--- config.mk ---
export PLATFORM = sky130hd
export DESIGN_NAME = lvl_irq_router
export DESIGN_NICKNAME = d
export VERILOG_FILES = /design/src/rtl/lvl_irq_pkg.sv /design/src/rtl/lvl_irq_sync.sv /design/src/rtl/lvl_irq_regs.sv /design/src/rtl/lvl_irq_prio.sv /design/src/rtl/lvl_irq_router.sv
export SDC_FILE = /design/constraint.sdc
export NUM_CORES = 1
export LEC_CHECK = 0
export ABC_AREA = 0
export ABC_CLOCK_PERIOD_IN_PS = 1500
export BUFFER_PORTS_ARGS = -buffer_cell sky130_fd_sc_hd__buf_4
export CAP_MARGIN = 10
export CORE_ASPECT_RATIO = 0.5
export CORE_UTILIZATION = 28
export CTS_CLUSTER_SIZE = 24
export DETAILED_ROUTE_END_ITERATION = 7
export GPL_ROUTABILITY_DRIVEN = 1
export PLACE_DENSITY = 0.44
export SLEW_MARGIN = 20
export SYNTH_ARGS = -nofsm -noshare
export SYNTH_HDL_FRONTEND = slang
export SYNTH_SLANG_ARGS = --single-unit
--- constraint.sdc ---
create_clock -name clk -period 1.5 [get_ports clk]
set_input_delay 0.075 -clock clk [delete_from_list [all_inputs] [get_ports clk]]
set_output_delay 0.075 -clock clk [all_outputs]
set_load 0.02 [all_outputs]
--- src/rtl/lvl_irq_pkg.sv ---
package lvl_irq_pkg;
    // Register byte offsets; the per-core masks are laid out with a fixed stride.
    localparam int ADR_STATUS    = 'h00;
    localparam int ADR_IRQ_BASE  = 'h10;
    localparam int ADR_MCHK_BASE = 'h18;
    localparam int ADR_TOP       = 'h20;
    localparam int ADR_STRIDE    = 4;
endpackage

--- src/rtl/lvl_irq_sync.sv ---
module lvl_irq_sync #(
    parameter int W = 32
) (
    input  logic         clk,
    input  logic         rst_n,
    input  logic [W-1:0] async_i,
    output logic [W-1:0] status_o
);
    typedef struct packed {
        logic [W-1:0] s1;
        logic [W-1:0] s2;
        logic [W-1:0] cap;
    } sync_t;

    sync_t sync_d, sync_q;

    always_comb begin
        sync_d     = sync_q;
        sync_d.s1  = async_i;
        sync_d.s2  = sync_q.s1;
        sync_d.cap = sync_q.s2;
    end

    always_ff @(posedge clk or negedge rst_n) begin
        if (!rst_n) sync_q <= '0;
        else        sync_q <= sync_d;
    end

    assign status_o = sync_q.cap;
endmodule

--- src/rtl/lvl_irq_regs.sv ---
module lvl_irq_regs
    import lvl_irq_pkg::*;
#(
    parameter int NSRC  = 32,
    parameter int NCORE = 2,
    parameter int AW    = 8,
    parameter int DW    = 32,
    localparam int IDX_W = $clog2(NSRC)
) (
    input  logic                         clk,
    input  logic                         rst_n,
    input  logic [AW-1:0]                bus_addr,
    input  logic                         bus_we,
    input  logic [DW-1:0]                bus_wdata,
    input  logic [NSRC-1:0]              status_i,
    input  logic                         top_valid_i,
    input  logic [IDX_W-1:0]             top_idx_i,
    output logic [NCORE-1:0][NSRC-1:0]   irq_mask_o,
    output logic [NCORE-1:0][NSRC-1:0]   mchk_mask_o,
    output logic [DW-1:0]                bus_rdata
);
    typedef struct packed {
        logic [NCORE-1:0][NSRC-1:0] irq;
        logic [NCORE-1:0][NSRC-1:0] mchk;
    } mask_t;

    mask_t mask_d, mask_q;

    function automatic logic [AW-1:0] irq_adr(input int c);
        return AW'(ADR_IRQ_BASE + ADR_STRIDE * c);
    endfunction

    function automatic logic [AW-1:0] mchk_adr(input int c);
        return AW'(ADR_MCHK_BASE + ADR_STRIDE * c);
    endfunction

    // Next-state: only exact mask offsets are writable; everything else is dropped.
    always_comb begin
        mask_d = mask_q;
        if (bus_we) begin
            for (int c = 0; c < NCORE; c++) begin
                if (bus_addr == irq_adr(c))  mask_d.irq[c]  = bus_wdata[NSRC-1:0];
                if (bus_addr == mchk_adr(c)) mask_d.mchk[c] = bus_wdata[NSRC-1:0];
            end
        end
    end

    always_ff @(posedge clk or negedge rst_n) begin
        if (!rst_n) mask_q <= '0;
        else        mask_q <= mask_d;
    end

    // Read mux: unmatched offsets fall through to zero.
    always_comb begin
        bus_rdata = '0;
        if (bus_addr == AW'(ADR_STATUS)) bus_rdata = DW'(status_i);
        if (bus_addr == AW'(ADR_TOP))    bus_rdata = DW'({top_valid_i, top_idx_i});
        for (int c = 0; c < NCORE; c++) begin
            if (bus_addr == irq_adr(c))  bus_rdata = DW'(mask_q.irq[c]);
            if (bus_addr == mchk_adr(c)) bus_rdata = DW'(mask_q.mchk[c]);
        end
    end

    assign irq_mask_o  = mask_q.irq;
    assign mchk_mask_o = mask_q.mchk;
endmodule

--- src/rtl/lvl_irq_prio.sv ---
module lvl_irq_prio #(
    parameter int NSRC = 32,
    localparam int IDX_W = $clog2(NSRC)
) (
    input  logic [NSRC-1:0]  pend_i,
    output logic             valid_o,
    output logic [IDX_W-1:0] idx_o
);
    // Ascending scan: the last hit, i.e. the highest-numbered bit, wins.
    always_comb begin
        valid_o = 1'b0;
        idx_o   = '0;
        for (int i = 0; i < NSRC; i++) begin
            if (pend_i[i]) begin
                valid_o = 1'b1;
                idx_o   = IDX_W'(i);
            end
        end
    end
endmodule

--- src/rtl/lvl_irq_router.sv ---
module lvl_irq_router #(
    parameter int NSRC  = 32,
    parameter int NCORE = 2,
    parameter int AW    = 8,
    parameter int DW    = 32
) (
    input  logic             clk,
    input  logic             rst_n,
    input  logic [NSRC-1:0]  src_i,
    input  logic [AW-1:0]    bus_addr,
    input  logic             bus_we,
    input  logic [DW-1:0]    bus_wdata,
    output logic [DW-1:0]    bus_rdata,
    output logic [NCORE-1:0] core_irq_o,
    output logic [NCORE-1:0] core_mchk_o
);
    localparam int IDX_W = $clog2(NSRC);

    typedef struct packed {
        logic [NCORE-1:0] irq;
        logic [NCORE-1:0] mchk;
        logic             top_valid;
        logic [IDX_W-1:0] top_idx;
    } out_t;

    logic [NSRC-1:0]            status_q;
    logic [NCORE-1:0][NSRC-1:0] irq_mask;
    logic [NCORE-1:0][NSRC-1:0] mchk_mask;
    logic                       prio_valid;
    logic [IDX_W-1:0]           prio_idx;
    logic                       top_valid_q;
    logic [IDX_W-1:0]           top_idx_q;
    out_t                       out_d, out_q;

    lvl_irq_sync #(.W(NSRC)) u_sync (
        .clk      (clk),
        .rst_n    (rst_n),
        .async_i  (src_i),
        .status_o (status_q)
    );

    lvl_irq_regs #(.NSRC(NSRC), .NCORE(NCORE), .AW(AW), .DW(DW)) u_regs (
        .clk         (clk),
        .rst_n       (rst_n),
        .bus_addr    (bus_addr),
        .bus_we      (bus_we),
        .bus_wdata   (bus_wdata),
        .status_i    (status_q),
        .top_valid_i (top_valid_q),
        .top_idx_i   (top_idx_q),
        .irq_mask_o  (irq_mask),
        .mchk_mask_o (mchk_mask),
        .bus_rdata   (bus_rdata)
    );

    lvl_irq_prio #(.NSRC(NSRC)) u_prio (
        .pend_i  (status_q & irq_mask[0]),
        .valid_o (prio_valid),
        .idx_o   (prio_idx)
    );

    always_comb begin
        out_d = out_q;
        for (int c = 0; c < NCORE; c++) begin
            out_d.irq[c]  = |(status_q & irq_mask[c]);
            out_d.mchk[c] = |(status_q & mchk_mask[c]);
        end
        out_d.top_valid = prio_valid;
        out_d.top_idx   = prio_idx;
    end

    always_ff @(posedge clk or negedge rst_n) begin
        if (!rst_n) out_q <= '0;
        else        out_q <= out_d;
    end

    assign core_irq_o  = out_q.irq;
    assign core_mchk_o = out_q.mchk;
    assign top_valid_q = out_q.top_valid;
    assign top_idx_q   = out_q.top_idx;
endmodule

==> results.ini, run 1 <==
[timing]
max_slew.worst_pin.slew_ns=0.549
fin_ws_ns=-0.575
clock.fmax_ghz=0.482
fin_crit_ns=2.07
whs_ns=0.169
min_period_over_period_pct=138
rsz0062_at_grt=true
maxSlewHeadroom_pct=63.4
setup_viol=41
finClkSkew_ns=0.0195
drv_slew=0
finalHoldViolCount=0

[route]
wl_um=36600
dr.first_iter.drc_count=727
postRouteAntennaNets=0
vias_per_cell=5.01
drc=0
firstDrtPassIters=5
wl_per_cell_um=23.1
vias=7947

[power_and_ir_drop]
swShare_pct=25.1
ir_drop_mv=0.908
p_clk_share_pct=41.8
power_leakage_uw=0.00732
pwr-share-comb_pct=13.9
internal-power_uw=11800
p_per_area_mw_per_mm2=1050
p_switching_uw=3960
power_frac_seq_pct=44.3

[logic_synthesis]
yosysTopAreaCell=dfrtp_1
syn_nets=781
synth_ff_type=dfrtp_1
synth_area_leaders=dfrtp_1, mux2_2, mux2_4
syn_inst=706
ys_async_sr_fraction_pct=100
yosys-top-cells-count=dfrtp_1, mux2_2, nand2_1
ys_seq_elements=234
avgSynthCellArea_um2=13.8
synth_enable_flop_cells=0
ys_warn_count=0
synth_cell_types=43
synth_most_common_cell=dfrtp_1
ys_seq_area_share_pct=60.3
synth_top_area_share_pct=60.3
synth_area_mm2=0.00972

[die]
die_area_mm2=0.0355
rows=47
io_pins=111
start_util_pct=28.9
core_mm2=0.0336
die_x_um=265
fp.dieH_um=134

[place]
place_inst=1426
place_hpwl_um=26700
portBuffers=110
gp_congestion=0.922

[critical_path]
crit_start=u_regs.irq_mask_o[10]$_DFFE_PN0P_
cp_max_fo=3
reg2reg_depth=7
cp-start-kind=register
worstSetupEndpointType=primary output
cp.required_ns=1.42
path_class=reg -> out
setup.worst_path.end=bus_rdata[10]
rr_startpoint=u_regs.irq_mask_o[23]$_DFFE_PN0P_
r2r-end=top_valid_q$_DFF_PN0_
r2r_slack_ns=-0.39
crit_arrival_ns=2.00

[clock_tree]
cts_buffers=24
cts-root-buf=clkbuf_16
clkLatencyLatePin_ns=0.55
path_clk_slew_ns=0.07
tritoncts=built
h-tree-depth=1
clock_path_buffers=3
cts_sinks=234

[run_status]
violations=negative setup slack
status=finished, violations left

[run]
cap_violations=0

[final_layout]
layout.nets=1181
antenna_cells=0
regArea_mm2=0.00587
multi_input_area_mm2=0.00391
syn2layout_area_growth_pct=53.9
final_cells=1587
fillers=3120
drive_gt1_share_pct=52.9

[grt]
grt_use_total_pct=20.8
grt_max_degree=62
grt_pass1_wl_um=54200
grt-ovfl-total=0
antenna_found_initial=0
grt_pass1_vias=8132

[hold_path]
hp-class=in -> reg
holdPathStages=2

-- timing repair --
action,CTS,global route
gates resized for setup,118,35
buffers inserted,45,8
setup endpoints to repair,42,68
endpoints found under the hold margin,394,0
hold buffers,67,0
cloned,0,0
pin swaps,25,17
-- worst min-delay path by stage --
stage | start | endpoint | slack, ns
after global placement | rst_n | u_sync.sync_d[36]$_DFF_PN0_ | -0.008
after global routing | src_i[0] | u_sync.sync_d[32]$_DFF_PN0_ | 0.16
after floorplan | rst_n | core_irq_o[0]$_DFF_PN0_ | -0.22
after CTS | src_i[0] | u_sync.sync_d[32]$_DFF_PN0_ | 0.15
after detailed placement | rst_n | u_sync.sync_d[36]$_DFF_PN0_ | -0.01
final | src_i[7] | u_sync.sync_d[39]$_DFF_PN0_ | 0.17
-- placed cells by master (no fill, tap or decap), drive strengths merged, types with 10 or more instances in the layout --
| cell | instances |
|---|---|
| buf | 340 |
| dfrtp | 234 |
| mux2 | 131 |
| nand2 | 68 |
| dlygate4sd3 | 67 |
| a22oi | 54 |
| o21ai | 30 |
| mux2i | 28 |
| clkbuf | 27 |
| inv | 23 |
| a222oi | 22 |
| nand4 | 12 |
| nand3 | 10 |
-- cells by family (layout without fill, tap and decap cells) --
logic type,Yosys count,in the layout,synth area share (%)
flip-flops,234,234,60.3
multiplexers,166,166,20.8
AO/OA/AOI/OAI,136,136,10.5
AND/OR/NAND/NOR,115,115,5.81
buffers and inverters,55,471,2.64
-- layer usage --
metal	global-route usage, %	vias to the layer above	share of wire (%)
met1	31.2	4148	48
met2	30.5	286	42
li1	-	3461	-
met3	4.27	52	7.3
met5	0	-	0
met4	5.27	0	2.4
-- state kept, by name (all words and copies together) (netlist names) --
signal / count
top_idx_q: 5
u_sync.status_o: 32
u_regs.irq_mask_o: 64
u_regs.mchk_mask_o: 64
u_sync.sync_d: 64
top_valid_q: 1
core_irq_o: 2
core_mchk_o: 2
-- final cells by class --
type | instances | share of cell area (%)
flip-flops and latches | 234 | 39.2
clock buffers | 27 | 4.22
multi-input cells | 417 | 26.2
repair buffers | 407 | 24.5
clock inverters | 15 | 1.47
well taps | 465 | 3.89
inverters | 22 | 0.552
-- critical path: stages, from the launching register on --
cell      delay (ns)
dfrtp_1         0.39
buf_6           0.13
mux2i_1         0.12
o21ai_1         0.08
a222oi_1        0.47
inv_1           0.11
buf_6           0.15
-- stage by stage --
step	power [uW]	setup TNS [ns]	area, um^2	utilization, %	worst slack, ns
CTS	15900	-14.99	14800	44.0	-0.612
global placement	8790	-56.97	12500	37.3	-0.459
global route	16300	-17.41	15000	44.5	-0.701
finish	15800	-13.74	15000	44.5	-0.575
detailed placement	8800	-62.18	12500	37.3	-0.466
floorplan	7610	-20.88	9770	-	-0.237
-- power groups by stage --
stage / combinational (uW) / sequential, uW / clock [uW]
floorplan: 555 / 7050 / 0
global placement: 1700 / 7090 / 0
detailed placement: 1700 / 7090 / 0
CTS: 2120 / 6980 / 6760
global route: 2320 / 7020 / 7000
finish: 2190 / 6990 / 6600
(Power assumes the default switching activity.)
==> run 2: changes to the inputs <==
--- a/config.mk
+++ b/config.mk
@@ -6,15 +6,15 @@
 export NUM_CORES = 1
 export LEC_CHECK = 0
 export ABC_AREA = 0
-export ABC_CLOCK_PERIOD_IN_PS = 1500
+export ABC_CLOCK_PERIOD_IN_PS = 2300
 export BUFFER_PORTS_ARGS = -buffer_cell sky130_fd_sc_hd__buf_4
 export CAP_MARGIN = 10
 export CORE_ASPECT_RATIO = 0.5
-export CORE_UTILIZATION = 28
+export CORE_UTILIZATION = 58
 export CTS_CLUSTER_SIZE = 24
 export DETAILED_ROUTE_END_ITERATION = 7
 export GPL_ROUTABILITY_DRIVEN = 1
-export PLACE_DENSITY = 0.44
+export PLACE_DENSITY = 0.89
 export SLEW_MARGIN = 20
 export SYNTH_ARGS = -nofsm -noshare
 export SYNTH_HDL_FRONTEND = slang
==> constraint.sdc (replaced) <==
create_clock -name clk -period 2.3 [get_ports clk]
set_input_delay 0.115 -clock clk [delete_from_list [all_inputs] [get_ports clk]]
set_output_delay 0.115 -clock clk [all_outputs]
set_load 0.02 [all_outputs]
==> run 2 against run 1 <==
The run now ends clean. Core utilization up 31 points. Routed wire length shrank 18%. Clock-buffer cell count unchanged. Final cell count is 28% lower. Total power decreased by 41%. Die area down 51%. Non-clock buffer count shrank 206. Highest routed layer is now met5. Final area decreased by 18%. Largest power group unchanged. Combinational power is 59% lower. Critical endpoint is now core_irq_o[0]$_DFF_PN0_. Largest cell class unchanged. Flip-flop and latch count unchanged.
==> results.ini, run 2 (synthesis gave the netlist of run 1 again) <==
[run_status]
status=completed

[clock_tree]
tritoncts=built
cts-root-buf=clkbuf_16
path_clk_slew_ns=0.07  ; about the same
cts_setup_buffers=0  ; -100%
clock_path_buffers=3  ; unchanged
h-tree-depth=1  ; unchanged
clkLatencyLatePin_ns=0.51  ; -0.04 ns
cts_buffers=21  ; -13%
cts_sinks=234  ; unchanged

[timing]
clock.fmax_ghz=0.480
finalHoldViolCount=0  ; unchanged
max_slew.worst_pin.slew_ns=0.526  ; -0.0228 ns
min_period_over_period_pct=90.5
maxSlewHeadroom_pct=64.0  ; +0.61 points
whs_ns=0.0908  ; -0.0787 ns
fin_crit_ns=2.08
setup_viol=0  ; -100%
finClkSkew_ns=0.0244  ; +0.00492 ns
tns_ns=0  ; +13.74 ns
rsz0062_at_grt=false
drv_slew=0  ; unchanged

[place]
place_hpwl_um=21000  ; -21%
portBuffers=110  ; unchanged
placed_area_mm2=0.0109  ; -13%
gp_congestion=1.05  ; +14%

[route]
wl_per_cell_um=26.4  ; +14%
wl_um=30000  ; -18%
vias_per_cell=6.54  ; +31%
postRouteAntennaNets=0  ; unchanged
drc=0  ; unchanged
vias=7437  ; -6.4%
firstDrtPassIters=7  ; +2
dr.first_iter.drc_count=1000  ; +38%

[critical_path]
worstSetupEndpointType=register
cp_max_fo=4  ; +1
crit_arrival_ns=2.46  ; +0.46 ns
cp-start-kind=register
path_class=reg -> reg
cp.required_ns=2.68  ; +1.26 ns

[power_and_ir_drop]
p_per_area_mw_per_mm2=755  ; -28%
power_leakage_uw=0.00603  ; -18%
ir_drop_mv=0.525  ; -42%
power_uw=9290  ; -41%

[final_layout]
syn2layout_area_growth_pct=26.7
layout_commonest_cell=dfrtp_1
final_cell_mix=dfrtp_1, buf_4, mux2_2
layout.nets=972  ; -18%
drive_gt1_share_pct=34.6  ; -18 points
antenna_cells=0  ; unchanged
fin_area_mm2=0.0123  ; -18%

[hold_path]
hp-class=in -> async

[grt]
grt-ovfl-total=0  ; unchanged
grt_pass1_vias=7341  ; -9.7%
antenna_found_initial=1  ; +1
grt_pass1_wl_um=44900  ; -17%
grt_max_degree=87  ; +40%
grt_use_total_pct=36.0  ; +15 points

[die]
core_mm2=0.0164  ; -51%
io_pins=111  ; unchanged
start_util_pct=59.3  ; +30 points
die_area_mm2=0.0173  ; -51%
die_x_um=185  ; -30%
fp.dieH_um=93.5  ; -30%
rows=33  ; -30%

[run]
cap_violations=0  ; unchanged

run 2: changes by cell type in the layout (fill, tap and decap cells not counted), sizes merged:
cell,before,now
clkinv,7,2
buf,340,136
clkinvlp,2,3
dlygate4sd3,67,65
bufinv,5,4
run 2: repair_timing:
item / in CTS / in global routing
hold buffers: 65 / 0
endpoints found under the setup margin: 0 / 0
resized for setup: 0 / 0
hold endpoints to repair: 394 / 0
run 2: where the power goes:
| group | internal (uW) | switching, uW |
|---|---|---|
| Clock | 2230 | 1540 |
| Sequential | 4370 | 251 |
| Combinational | 456 | 449 |
run 2: path summary, 6_finish.rpt:
| check | start | cells past startpoint | slack, ns | endpoint |
|---|---|---|---|---|
| min | rst_n | 2 | 0.09 | u_regs.irq_mask_o[50]$_DFFE_PN0P_ |
| min reg2reg | u_sync.sync_d[16]$_DFF_PN0_ | 0 | 0.34 | u_sync.status_o[16]$_DFF_PN0_ |
| max in group asynchronous | rst_n | 3 | 1.43 | u_regs.mchk_mask_o[6]$_DFFE_PN0P_ |
| max | u_regs.irq_mask_o[17]$_DFFE_PN0P_ | 5 | 0.22 | core_irq_o[0]$_DFF_PN0_ |
| max reg2reg | u_regs.irq_mask_o[17]$_DFFE_PN0P_ | 5 | 0.22 | core_irq_o[0]$_DFF_PN0_ |
| min in group clk | src_i[6] | 2 | 0.25 | u_sync.sync_d[38]$_DFF_PN0_ |
run 2: critical path: stages, from the launching register on:
cell     delay, ns
dfrtp_1       0.46
a22oi_1       0.38
nand3_1       0.18
nor2_1        0.17
nand3_1       0.21
or4_1         0.56
run 2: layer usage:
| layer | routed length (um) | track usage [%] |
|---|---|---|
| met4 | 833 | 9.57 |
| met2 | 12800 | 51.4 |
| met3 | 4390 | 11.6 |
| met1 | 12000 | 52.7 |
| met5 | 11 | 0 |
run 2: final cells by class:
| class | count | area [um^2] |
|---|---|---|
| clock buffers | 27 | 578 |
| multi-input cells | 417 | 3620 |
| fillers | 979 | 4080 |
| repair buffers | 201 | 1730 |
| well taps | 227 | 284 |
| inverters | 22 | 82.6 |
| clock inverters | 10 | 161 |
| flip-flops and latches | 234 | 5860 |
run 2: metrics by stage:
step / cells / utilization [%] / worst slack, ns
after global placement: 1036 / 66.6 / 0.274
after detailed placement: 1036 / 66.6 / 0.216
after global routing: 1138 / 75.1 / 0.0712
after floorplan: 706 / - / 0.520
final: 1138 / 75.1 / 0.217
after CTS: 1138 / 75.1 / 0.287
==> run 3: changes to the inputs <==
--- a/config.mk
+++ b/config.mk
@@ -5,7 +5,7 @@
 export SDC_FILE = /design/constraint.sdc
 export NUM_CORES = 1
 export LEC_CHECK = 0
-export ABC_AREA = 0
+export ABC_AREA = 1
 export ABC_CLOCK_PERIOD_IN_PS = 2300
 export BUFFER_PORTS_ARGS = -buffer_cell sky130_fd_sc_hd__buf_4
 export CAP_MARGIN = 10
==> run 3 against run 2 <==
The run now ends with design-rule violations, negative setup slack left. Non-clock buffer count rose by 2. Clock skew shrank 0.012 ns. Routed wire length decreased by 9.9%. Largest power group unchanged.
==> results.ini, run 3 <==
[run_status]
status=finished, violations left
violations=design-rule violations, negative setup slack

[clock_tree]
clkLatencyLatePin_ns=0.51  ; about the same
h-tree-depth=1  ; unchanged
cts-root-buf=clkbuf_16
cts_buffers=20  ; -4.8%
cts_sinks=234  ; unchanged
tritoncts=built
path_clk_slew_ns=0.07  ; about the same
clock_path_buffers=3  ; unchanged

[place]
pre_cts_slack_ns=0.179  ; -0.0368 ns
placed_area_mm2=0.0105  ; -4.0%
place_hpwl_um=16000  ; -24%
portBuffers=110  ; unchanged
gp_congestion=0.887  ; -16%

[final_layout]
final_cell_mix=nand2_1, dfrtp_1, buf_4
antenna_cells=0  ; unchanged
drive_gt1_share_pct=17.7  ; -17 points
layout_commonest_cell=nand2_1
multi_input_area_mm2=0.00296  ; -18%
regArea_mm2=0.00586  ; about the same
final_util_pct=76.5  ; +1.4 points
fillers=908  ; -7.3%
layout.nets=1228  ; +26%
fin_area_mm2=0.0119  ; -3.4%
syn2layout_area_growth_pct=27.8

[critical_path]
r2r-end=top_idx_q[0]$_DFF_PN0_
r2r_slack_ns=-0.08  ; -0.30 ns
worstSetupEndpointType=register
critical-path-max-stage-delay_ns=0.43  ; -0.13 ns
critical_path.slowest_cell=dfrtp_1
cp-start-kind=register
cp_max_fo=3  ; -1
path_class=reg -> reg
cp.required_ns=2.70  ; +0.02 ns
crit_arrival_ns=2.78  ; +0.32 ns
rr_startpoint=u_regs.irq_mask_o[1]$_DFFE_PN0P_
reg2reg_depth=32  ; +27
timing.critical_path.mode_cell=nand2_1

[hold_path]
hp-class=in -> async

[logic_synthesis]
synth_most_common_cell=nand2_1
synth_area_mm2=0.00930  ; -4.3%
synth_enable_flop_cells=0  ; unchanged
yosysTopAreaCell=dfrtp_1
ys_seq_area_share_pct=63.0  ; +2.7 points
avgSynthCellArea_um2=9.64  ; -30%
yosys-top-cells-count=nand2_1, dfrtp_1, o21ai_1
ys_warn_count=0  ; unchanged
synth_ff_type=dfrtp_1
synth_cell_types=28  ; -35%
synth_top_area_share_pct=63.0  ; +2.7 points
ys_async_sr_fraction_pct=100  ; unchanged
synth_area_leaders=dfrtp_1, nand2_1, o21ai_1
syn_nets=1040  ; +33%
ys_seq_elements=234  ; unchanged
syn_inst=965  ; +37%

[timing]
drv_slew=0  ; unchanged
clock.fmax_ghz=0.420  ; -13%
fin_ws_ns=-0.0828  ; -0.300 ns
rsz0062_at_grt=true
finalHoldViolCount=0  ; unchanged
maxSlewHeadroom_pct=45.1  ; -19 points
finClkSkew_ns=0.0122  ; -0.0122 ns
fin_crit_ns=2.38  ; +0.300 ns
setup_viol=2  ; +2
max_slew.worst_pin.slew_ns=0.803  ; +0.277 ns
min_period_over_period_pct=104  ; +13 points

[route]
firstDrtPassIters=8  ; +1
vias_per_cell=6.22  ; -4.8%
dr.first_iter.drc_count=1131  ; +13%
drc=13  ; +13
vias=8529  ; +15%
wl_per_cell_um=19.7  ; -25%
wl_um=27100  ; -9.9%
postRouteAntennaNets=0  ; unchanged

[die]
io_pins=111  ; unchanged
core_mm2=0.0155  ; -5.2%
fp.dieH_um=91.5  ; -2.1%
start_util_pct=59.9  ; +0.59 points
rows=32  ; -3.0%
die_x_um=181  ; -2.1%
die_area_mm2=0.0166  ; -4.2%

[power_and_ir_drop]
power_leakage_uw=0.00570  ; -5.4%
p_per_area_mw_per_mm2=758  ; +0.38%
ir_drop_mv=0.647  ; +23%

[grt]
grt_pass1_vias=8323  ; +13%
grt_max_degree=82  ; -5.7%
antenna_found_initial=0  ; -1
grt-ovfl-total=0  ; unchanged
grt_pass1_wl_um=42800  ; -4.8%
grt_use_total_pct=33.3  ; -2.7 points

[run]
cap_violations=0  ; unchanged

[run 3: cell count changes after synthesis, moves of 28 or more]
cell / previous run / this run
mux2i_1: 28 / 0
o21ai_1: 0 / 132
a22oi_1: 54 / 0
inv_1: 22 / 86
o21ai_0: 30 / 1
nor2_1: 5 / 40
a221oi_1: 3 / 35
mux2_2: 101 / 0
mux2_4: 30 / 0
nand2_1: 67 / 270
[run 3: area by class of cell]
type / count / area share, %
multi-input cells: 594 / 24.9
clock inverters: 7 / 0.832
flip-flops and latches: 234 / 49.3
repair buffers: 203 / 14.6
well taps: 204 / 2.15
inverters: 100 / 3.16
clock buffers: 29 / 5.08
[run 3: where the power goes]
group / internal (uW) / switching [uW]
clock network: 2060 / 1520
logic: 382 / 503
registers: 4370 / 172
total: 6810 / 2200
[run 3: worst max path at each step]
stage | start | to | slack, ns | depth (start not counted)
2_1_floorplan | u_sync.status_o[1]$_DFF_PN0_ | top_idx_q[0]$_DFF_PN0_ | 0.43 | 32
3_3_place_gp | u_sync.status_o[11]$_DFF_PN0_ | core_irq_o[1]$_DFF_PN0_ | 0.14 | 6
3_5_place_dp | u_regs.irq_mask_o[43]$_DFFE_PN0P_ | core_irq_o[1]$_DFF_PN0_ | 0.18 | 6
4_1_cts | u_sync.status_o[1]$_DFF_PN0_ | top_idx_q[0]$_DFF_PN0_ | 0.04 | 32
5_1_grt | u_regs.irq_mask_o[1]$_DFFE_PN0P_ | top_idx_q[0]$_DFF_PN0_ | -0.26 | 32
6_report | u_regs.irq_mask_o[1]$_DFFE_PN0P_ | top_idx_q[0]$_DFF_PN0_ | -0.08 | 32
[run 3: metal layers]
layer  vias up  track usage, %  wire (um)
met1      3979            43.3       9680
met5         -               0          0
met4         0            17.2       1550
li1       3616               -          -
met2       733            52.1      12300
met3       201            8.46       3490
[run 3: logic make-up (layout without fill, tap and decap cells)]
group	after synthesis	in the layout	synth area share, %
and+or+nand+nor	351	351	15.1
DFF	234	234	63.0
AOI/OAI and AO/OA	243	243	16.4
buffers and inverters	137	339	5.53
[run 3: worst max-delay path, delay by kind of cell, from the launching register on]
| kind | cells | cell delay, ns |
|---|---|---|
| and+or+nand+nor | 31 | 1.79 |
| DFF | 1 | 0.43 |
| buffers and inverters | 1 | 0.05 |
[run 3: metrics by stage]
stage          setup TNS [ns]  std cells  hold WS (ns)  total power, uW
6_report               -0.146       1371         0.192             9010
5_1_grt                -0.259       1371         0.239             9280
4_1_cts                     0       1365         0.215             8960
3_5_place_dp                0       1264         0.139             5340
3_3_place_gp                0       1264         0.134             5300
2_1_floorplan               0        965        -0.181             4920
[run 3: timing repair]
| action | 4_1_cts | 5_1_grt |
|---|---|---|
| hold buffers | 65 | 0 |
| buffers inserted | 0 | 6 |
| setup endpoints to repair | 0 | 1 |
| gates resized for setup | 0 | 3 |
| endpoints found under the hold margin | 234 | 0 |
